### src/rtl/wake_pkg.sv
package wake_pkg;
    typedef enum logic [1:0] {
        WK_HUNT  = 2'd0,
        WK_ARMED = 2'd1,
        WK_DELAY = 2'd2
    } wake_state_e;
endpackage

### src/rtl/wake_sync.sv
module wake_sync #(
    parameter int W = 4
) (
    input  logic         clk,
    input  logic         rst_n,
    input  logic [W-1:0] async_i,
    output logic [W-1:0] sync_o
);
    typedef struct packed {
        logic [W-1:0] s1;
        logic [W-1:0] s2;
    } sync_t;

    sync_t sync_d, sync_q;

    always_comb begin
        sync_d.s1 = async_i;
        sync_d.s2 = sync_q.s1;
    end

    always_ff @(posedge clk or negedge rst_n) begin
        if (!rst_n) sync_q <= '0;
        else        sync_q <= sync_d;
    end

    assign sync_o = sync_q.s2;
endmodule

### src/rtl/wake_channel.sv
module wake_channel
    import wake_pkg::*;
#(
    parameter int WAKE_CYC     = 90,
    parameter int EDGE_DLY_CYC = 3
) (
    input  logic clk,
    input  logic rst_n,
    input  logic det_en_i,
    input  logic normal_entry_i,
    input  logic dom_i,
    output logic strobe_o,
    output logic flag_o
);
    localparam int CW = $clog2(WAKE_CYC + 1);
    localparam int DW = $clog2(EDGE_DLY_CYC + 1);
    localparam logic [CW-1:0] CNT_LAST = CW'(WAKE_CYC - 1);
    localparam logic [DW-1:0] DLY_LAST = DW'(EDGE_DLY_CYC - 1);

    typedef struct packed {
        wake_state_e   st;
        logic [CW-1:0] dom_cnt;
        logic [DW-1:0] dly_cnt;
        logic          strobe;
        logic          flag;
    } ch_t;

    ch_t ch_d, ch_q;

    always_comb begin
        ch_d        = ch_q;
        ch_d.strobe = 1'b0;
        if (normal_entry_i) begin
            ch_d.st      = WK_HUNT;
            ch_d.dom_cnt = '0;
            ch_d.dly_cnt = '0;
            ch_d.flag    = 1'b0;
        end else begin
            unique case (ch_q.st)
                WK_HUNT: begin
                    if (!det_en_i || !dom_i) begin
                        ch_d.dom_cnt = '0;
                    end else if (ch_q.dom_cnt == CNT_LAST) begin
                        ch_d.dom_cnt = '0;
                        ch_d.st      = WK_ARMED;
                    end else begin
                        ch_d.dom_cnt = ch_q.dom_cnt + 1'b1;
                    end
                end
                WK_ARMED: begin
                    if (!det_en_i) begin
                        ch_d.st = WK_HUNT;
                    end else if (!dom_i) begin
                        ch_d.st      = WK_DELAY;
                        ch_d.dly_cnt = '0;
                    end
                end
                WK_DELAY: begin
                    if (ch_q.dly_cnt == DLY_LAST) begin
                        ch_d.strobe  = 1'b1;
                        ch_d.flag    = 1'b1;
                        ch_d.st      = WK_HUNT;
                        ch_d.dly_cnt = '0;
                    end else begin
                        ch_d.dly_cnt = ch_q.dly_cnt + 1'b1;
                    end
                end
                default: begin
                    ch_d.st = WK_HUNT;
                end
            endcase
        end
    end

    always_ff @(posedge clk or negedge rst_n) begin
        if (!rst_n) begin
            ch_q.st      <= WK_HUNT;
            ch_q.dom_cnt <= '0;
            ch_q.dly_cnt <= '0;
            ch_q.strobe  <= 1'b0;
            ch_q.flag    <= 1'b0;
        end else begin
            ch_q <= ch_d;
        end
    end

    assign strobe_o = ch_q.strobe;
    assign flag_o   = ch_q.flag;
endmodule

### src/rtl/wake_detect_array.sv
module wake_detect_array #(
    parameter int NCH          = 4,
    parameter int WAKE_CYC     = 90,
    parameter int EDGE_DLY_CYC = 3
) (
    input  logic           clk,
    input  logic           rst_n,
    input  logic           det_en_i,
    input  logic           normal_entry_i,
    input  logic [NCH-1:0] bus_dom_i,
    output logic [NCH-1:0] wake_strobe_o,
    output logic [NCH-1:0] wake_flag_o
);
    logic [NCH-1:0] dom_sync;

    wake_sync #(.W(NCH)) u_sync (
        .clk     (clk),
        .rst_n   (rst_n),
        .async_i (bus_dom_i),
        .sync_o  (dom_sync)
    );

    for (genvar c = 0; c < NCH; c++) begin : g_ch
        wake_channel #(
            .WAKE_CYC     (WAKE_CYC),
            .EDGE_DLY_CYC (EDGE_DLY_CYC)
        ) u_ch (
            .clk            (clk),
            .rst_n          (rst_n),
            .det_en_i       (det_en_i),
            .normal_entry_i (normal_entry_i),
            .dom_i          (dom_sync[c]),
            .strobe_o       (wake_strobe_o[c]),
            .flag_o         (wake_flag_o[c])
        );
    end
endmodule

### config.mk
export PLATFORM = sky130hd
export DESIGN_NAME = wake_detect_array
export DESIGN_NICKNAME = d
export VERILOG_FILES = /design/src/rtl/wake_pkg.sv /design/src/rtl/wake_sync.sv /design/src/rtl/wake_channel.sv /design/src/rtl/wake_detect_array.sv
export SDC_FILE = /design/constraint.sdc
export NUM_CORES = 1
export LEC_CHECK = 0
export ABC_AREA = 1
export BUFFER_PORTS_ARGS = -buffer_cell sky130_fd_sc_hd__buf_2
export CAP_MARGIN = 20
export CORE_MARGIN = 4
export CORE_UTILIZATION = 39
export DETAILED_ROUTE_END_ITERATION = 10
export PLACE_DENSITY = 0.67
export SETUP_SLACK_MARGIN = 0.5
export SLEW_MARGIN = 5
export SYNTH_ARGS = -nofsm -noshare
export SYNTH_HDL_FRONTEND = slang
export SYNTH_SLANG_ARGS = --single-unit
### constraint.sdc
create_clock -name clk -period 1.25 [get_ports clk]
set_clock_uncertainty 0.15 [all_clocks]
set_input_delay 0.1875 -clock clk [delete_from_list [all_inputs] [get_ports clk]]
set_output_delay 0.1875 -clock clk [all_outputs]
set_load 0.01 [all_outputs]
### Word-level counts from Yosys, hierarchy flattened

Index checks and enable logic that the tools add are counted.

* add/subtract/negate cells: 8
* eq/ne operators: 40
* muxes and demuxes: 72
* reductions and logical operators: 41

Operators with widths (number)
* 7-bit two-way mux: 12
* 2-bit two-way mux: 40
* 11-bit two-way mux: 4
* 3-bit != test (second input constant): 12
* 7-bit by 1-bit adder with 7-bit output (second input constant): 4
* 7-bit == test (second input constant): 4
* 3-bit by 2-bit != test with 1-bit output (second input constant): 8
* 2-bit one-hot mux with 3 select lines: 4
* 2-bit nonzero test: 12
* 2-bit == test (second input constant): 8
* 4-bit != test (second input constant): 4
* 2-bit one-hot mux with 2 select lines: 4
* 4-bit AND reduction: 4
* 3-bit AND reduction: 4
* 3-bit nonzero test: 4
* 2-bit by 1-bit adder with 2-bit output (second input constant): 4
* 2-bit by 1-bit == test with 1-bit output (second input constant): 4
* 2-bit zero test: 4
* 1-bit two-way mux: 8
* 2-bit AND reduction: 4
* 1-bit zero test: 5
* 1-bit logical OR: 4

* register bits: 60
* input port bits: 8
* output and inout bits: 8
* word-level logic and storage cells: 183

### Longest topological paths before layout

* word-level depth: 5
* depth in mapped cells: 8
* depth with buffers taken out: 8

### Cells and area by module

Synthesis repeated with hierarchy kept, for this count alone.

* cell total of the unflattened synthesis: 431
* area total of the unflattened synthesis: 3290.7 µm²

Modules (own cells, without submodules)
* wake_channel (g_ch[0].u_ch ...): times used 3, cells an instance 105, area an instance 772.0 µm², seq. area each 325.3 µm²
* wake_channel (g_ch[3].u_ch): times used 1, cells an instance 108, area an instance 774.5 µm², seq. area each 325.3 µm²
* wake_sync: times used 1, cells an instance 8, area an instance 200.2 µm², seq. area each 200.2 µm²

### Least setup slack after synthesis

OpenSTA, ideal clock, no wires.

* path type: flip-flop to flip-flop
* start: register g_ch[0].u_ch.ch_q[5] in the netlist's numbering
* end: register g_ch[0].u_ch.ch_q[10] in the netlist's numbering
* setup time: 0.128 ns
* arrival: 1.016 ns
* data required time: 0.972 ns
* path slack: -0.044 ns
* cell stages (with the launch flop): 8
* period minus slack after synthesis: 1.294 ns
* path through: dfrtp_1 -> inv_1 -> ha_1 -> nand2_1 -> nor2_1 -> nand2_1 -> nand2_1 -> o21ai_0

* word-level cells in the longest chain between the ends: 5

Ends and longest elaborated chain
* start: declaration: RTL line wake_channel.sv:28 `ch_t ch_d, ch_q;`
* start signal: assignment: RTL line wake_channel.sv:83 `ch_q <= ch_d;`
* 7-bit by 1-bit adder with 7-bit output / 7-bit == test (equally long branches): RTL line wake_channel.sv:47, wake_channel.sv:43
* 7-bit two-way mux *: RTL line wake_channel.sv:43 `end else if (ch_q.dom_cnt == CNT_LAST) begin`
* 7-bit two-way mux *: RTL line wake_channel.sv:41 `if (!det_en_i || !dom_i) begin`
* 7-bit two-way mux *: RTL line wake_channel.sv:39 `unique case (ch_q.st)`
* 11-bit two-way mux *: RTL line wake_channel.sv:33 `if (normal_entry_i) begin`

Mark *: on every way between the ends. The rest lies on a longest branch, timed or not. The select of a mux whose other input is x is not followed.
A chain may end at the register's enable or synchronous reset.

### Worst setup path in the final report

* start: register g_ch[3].u_ch.ch_q[5] in the netlist's numbering
* end: register g_ch[3].u_ch.ch_q[8] in the netlist's numbering

* word-level cells in the longest chain between the ends: 5

Ends and longest elaborated chain (RTL line)
* start: declaration: wake_channel.sv:28
* start signal: assignment: wake_channel.sv:83
* 7-bit by 1-bit adder with 7-bit output / 7-bit == test (equally long branches): wake_channel.sv:47, wake_channel.sv:43
* 7-bit two-way mux *: wake_channel.sv:43
* 7-bit two-way mux *: wake_channel.sv:41
* 7-bit two-way mux *: wake_channel.sv:39
* 11-bit two-way mux *: wake_channel.sv:33

Marked as above.

==> impl_metrics.sql <==
INSERT INTO impl_metrics (metric_group, metric, value, unit) VALUES
('status', 'run_status', 'finished with violations', ''),
('status', 'failed_checks', 'hold timing, setup timing', ''),
('clock_network', 'clock_tree.root_cell', 'sky130_fd_sc_hd__clkbuf_8', ''),
('floorplan', 'die-width', '98.2', 'um'),
('clock_network', 'cts_tree', 'built', ''),
('min_path', 'timing.hold.worst.class', 'in -> async', ''),
('timing', 'rsz0062_at_grt', 'true', ''),
('pwr', 'ir_drop', '0.000464', 'V'),
('detailed_routing', 'postRouteWirelength', '7710', 'um'),
('detailed_routing', 'wire_per_inst', '12.6', 'um'),
('logic_synthesis', 'post_synth_instance_area', '3170', 'um2'),
('logic_synthesis', 'syn_area_per_cell', '7.43', 'um2'),
('clock_network', 'clock_sink_count', '60', ''),
('worst_setup_path', 'r2r_start', 'g_ch[3].u_ch.ch_q[5]$_DFFE_PN0P_', ''),
('place', 'port_buffers', '15', ''),
('worst_setup_path', 'reg2reg_depth', '7', ''),
('floorplan', 'initial_core_util', '40.6', '%'),
('clock_network', 'ctsHtreeMaxLevel', '3', ''),
('clock_network', 'insertion_delay', '350', 'ps'),
('worst_setup_path', 'timing.rr.end', 'g_ch[3].u_ch.ch_q[8]$_DFFE_PN0P_', ''),
('layout', 'final_net_count', '522', ''),
('logic_synthesis', 'adder_cell_share_of_the_synthesized_area', '3.16', '%'),
('logic_synthesis', 'synth_xor_area_share', '3.31', '%'),
('layout', 'diodes', '0', ''),
('grt', 'grt_overflow', '0', ''),
('layout', 'drive_gt1_share', '43.8', '%'),
('timing', 'finalSetupViolations', '35', ''),
('timing', 'final_critical_path_setup_slack', '-115', 'ps'),
('logic_synthesis', 'synth.lib_cells_used.distinct', '18', ''),
('pwr', 'ratio_of_total_power_to_cell_area', '880', 'nW/um2'),
('worst_setup_path', 'regToRegSetupSlack', '-120', 'ps'),
('grt', 'grt_antenna_before_repair', '0', ''),
('logic_synthesis', 'netlist_instances', '427', ''),
('place', 'detailedPlacementHpwl', '4630', 'um'),
('detailed_routing', 'vias_per_cell', '4.85', ''),
('flow_run', 'cap_viol_max_count', '0', ''),
('timing', 'setup-tns-final', '-2410', 'ps'),
('clock_network', 'clk_path_buf_depth', '2', ''),
('logic_synthesis', 'post_synthesis_compound_gate_area_fraction', '5.92', '%'),
('grt', 'pin_count_of_the_biggest_net_entering_global_routing', '61', ''),
('clock_network', 'cts-hold-fix-buffers', '4', ''),
('detailed_routing', 'first_pass_iters', '4', ''),
('layout', 'finalCoreUtilization', '61.0', '%'),
('timing', 'fmaxAchievable', '732', 'MHz'),
('timing', 'finalWorstPathRequiredPeriod', '1370', 'ps'),
('timing', 'worst_slack_on_hold_paths', '-318', 'ps'),
('logic_synthesis', 'main_combinational_cell_family_by_area_after_synthesis', 'simple AND/OR/NAND/NOR gates', ''),
('logic_synthesis', 'area_fraction_in_and_or_nand_and_nor_cells_after_synthesis', '30.6', '%'),
('layout', 'synthToLayoutAreaGrowth', '50.1', '%'),
('grt', 'grt_pass1_wl', '12100', 'um'),
('floorplan', 'fp-row-count', '32', ''),
('floorplan', 'chipHeight', '98.2', 'um'),
('clock_network', 'cts_inserted_buffers', '9', ''),
('floorplan', 'placeableCoreArea', '7810', 'um2'),
('worst_setup_path', 'cp-end-kind', 'flop', ''),
('logic_synthesis', 'post_synth_mux_area_share', '0', '%'),
('place', 'routabilityCongestion', '0.842', ''),
('timing', 'layout_worst_path_cycle_share', '109', '%'),
('worst_setup_path', 'critical_path_class', 'reg -> reg', ''),
('detailed_routing', 'detail-route-antenna-nets', '0', ''),
('timing', 'worstMarginPinSlew', '329', 'ps'),
('timing', 'maxSlewViolCount', '0', ''),
('floorplan', 'ios', '16', ''),
('logic_synthesis', 'synth-seq-cells', '60', ''),
('timing', 'slew_headroom', '78.1', '%'),
('worst_setup_path', 'critical_path.startpoint_type', 'flop', ''),
('grt', 'via_count_of_the_first_global_routing_pass', '2801', ''),
('detailed_routing', 'routed-via-count', '2972', ''),
('worst_setup_path', 'cp_max_fo', '4', ''),
('worst_setup_path', 'cp.required', '1330', 'ps'),
('detailed_routing', 'remaining_drc_errors', '0', ''),
('place', 'preCtsSetupSlack', '-141', 'ps'),
('logic_synthesis', 'synthesis.nets', '443', ''),
('clock_network', 'path_clk_slew', '70', 'ps'),
('timing', 'hold_violations', '62', ''),
('logic_synthesis', 'synth.yosys.warnings', '0', ''),
('grt', 'gr-usage-all-layers', '15.2', '%'),
('floorplan', 'die_area', '9640', 'um2'),
('worst_setup_path', 'cp.arrival', '1440', 'ps'),
('logic_synthesis', 'synth-seq-area-share', '47.3', '%'),
('detailed_routing', 'first_iter_violations', '93', ''),
('pwr', 'leakagePower', '2.21', 'nW');
placed cells by master (no fill, tap or decap), types with 6 or more instances in the layout:
cell	count
sky130_fd_sc_hd__nand2_1	107
sky130_fd_sc_hd__buf_2	14
sky130_fd_sc_hd__buf_4	44
sky130_fd_sc_hd__nor2_2	15
sky130_fd_sc_hd__buf_6	16
sky130_fd_sc_hd__nand2_4	7
sky130_fd_sc_hd__nand3_2	14
sky130_fd_sc_hd__nand3_1	24
sky130_fd_sc_hd__inv_2	14
sky130_fd_sc_hd__xor2_1	10
sky130_fd_sc_hd__nor2_1	28
sky130_fd_sc_hd__o21ai_2	23
sky130_fd_sc_hd__nand3_4	12
sky130_fd_sc_hd__nor2_4	16
sky130_fd_sc_hd__nand2_2	14
sky130_fd_sc_hd__ha_4	6
sky130_fd_sc_hd__inv_1	47
sky130_fd_sc_hd__dfrtp_1	56
sky130_fd_sc_hd__clkbuf_8	10
per-stage QoR:
step / area, um2 / total power, W / instances
finish: 4760 / 0.00419 / 613
global route: 4760 / 0.00435 / 613
CTS: 4360 / 0.00420 / 608
detailed placement: 3790 / 0.00220 / 580
global placement: 3790 / 0.00220 / 580
floorplan: 3330 / 0.00208 / 427
registers in the layout, indices dropped and copies added (netlist names):
| register | cells |
|---|---|
| g_ch.u_ch.ch_q | 44 |
| u_sync.sync_o | 4 |
| g_ch.u_ch.flag_o | 4 |
| u_sync.sync_d | 4 |
| g_ch.u_ch.strobe_o | 4 |
worst max path at each step:
stage	end	depth (start not counted)	slack (ps)	start
6_report	g_ch[3].u_ch.ch_q[8]$_DFFE_PN0P_	7	-120	g_ch[3].u_ch.ch_q[5]$_DFFE_PN0P_
5_1_grt	g_ch[3].u_ch.ch_q[5]$_DFFE_PN0P_	7	-220	g_ch[3].u_ch.ch_q[5]$_DFFE_PN0P_
4_1_cts	g_ch[2].u_ch.ch_q[4]$_DFFE_PN0P_	7	-100	g_ch[2].u_ch.ch_q[5]$_DFFE_PN0P_
3_5_place_dp	g_ch[2].u_ch.ch_q[8]$_DFFE_PN0P_	7	-140	g_ch[2].u_ch.ch_q[5]$_DFFE_PN0P_
3_3_place_gp	g_ch[0].u_ch.ch_q[10]$_DFFE_PN0P_	7	-80	g_ch[0].u_ch.ch_q[5]$_DFFE_PN0P_
2_1_floorplan	g_ch[0].u_ch.ch_q[10]$_DFFE_PN0P_	7	-5	g_ch[0].u_ch.ch_q[5]$_DFFE_PN0P_
logic make-up (layout without fill, tap and decap cells):
kind of cell / count (synthesis) / after routing
XOR/XNOR: 12 / 12
AND/OR/NAND/NOR: 240 / 240
flip-flops: 60 / 60
AO/OA/AOI/OAI: 35 / 35
buffers and inverters: 72 / 156
adder cells (fa/ha/maj): 8 / 8
critical path: stages (launching register included):
cell	delay, ps
sky130_fd_sc_hd__dfrtp_1	410
sky130_fd_sc_hd__inv_1	70
sky130_fd_sc_hd__ha_2	180
sky130_fd_sc_hd__nand2_2	70
sky130_fd_sc_hd__nor2_4	140
sky130_fd_sc_hd__nand2_2	80
sky130_fd_sc_hd__nand3_4	100
sky130_fd_sc_hd__o21ai_2	60
Yosys cell counts (all sizes together):
cell    number  share of area [%]
nand3       50                7.9
o22ai        5               0.99
xnor2        1               0.28
nand2      128                 15
inv         61                7.2
o21ai       27                4.3
dfrtp       60                 47
ha           8                3.2
nor2        59                7.0
a31oi        1               0.20
xor2        11                3.0
buf         11                2.4
nor3         2               0.32
o21bai       2               0.47
or3          1               0.20
where the power goes:
group | internal (W) | total [W] | switching, W
sequential | 0.00196 | 0.00198 | 0.0000220
clock | 0.00117 | 0.00195 | 0.000785
combinational | 0.000105 | 0.000255 | 0.000151
area by class of cell:
type                            count  area [um2]
Multi-Input combinational cell    295        2040
Timing Repair Buffer               79         646
Clock buffer                       11         141
Sequential cell                    60        1510
Clock inverter                      5        75.1
Fill cell                         671        3050
Inverter                           61         229
Tap cell                          102         128
what timing repair did:
item / 4_1_cts / 5_1_grt
hold endpoints to repair: 64 / 61
setup buffers: 8 / 5
gates resized for setup: 68 / 94
pin swaps: 30 / 38
endpoints found under the setup margin: 60 / 62
routing by layer:
layer	vias to the layer above	track usage, %	routed length, um
met5	-	0	0
met4	0	6.09	181
met3	19	3.57	212
met2	41	25.2	4040
met1	1425	19.1	3270
li1	1487	-	-
(Power assumes the default switching activity.)
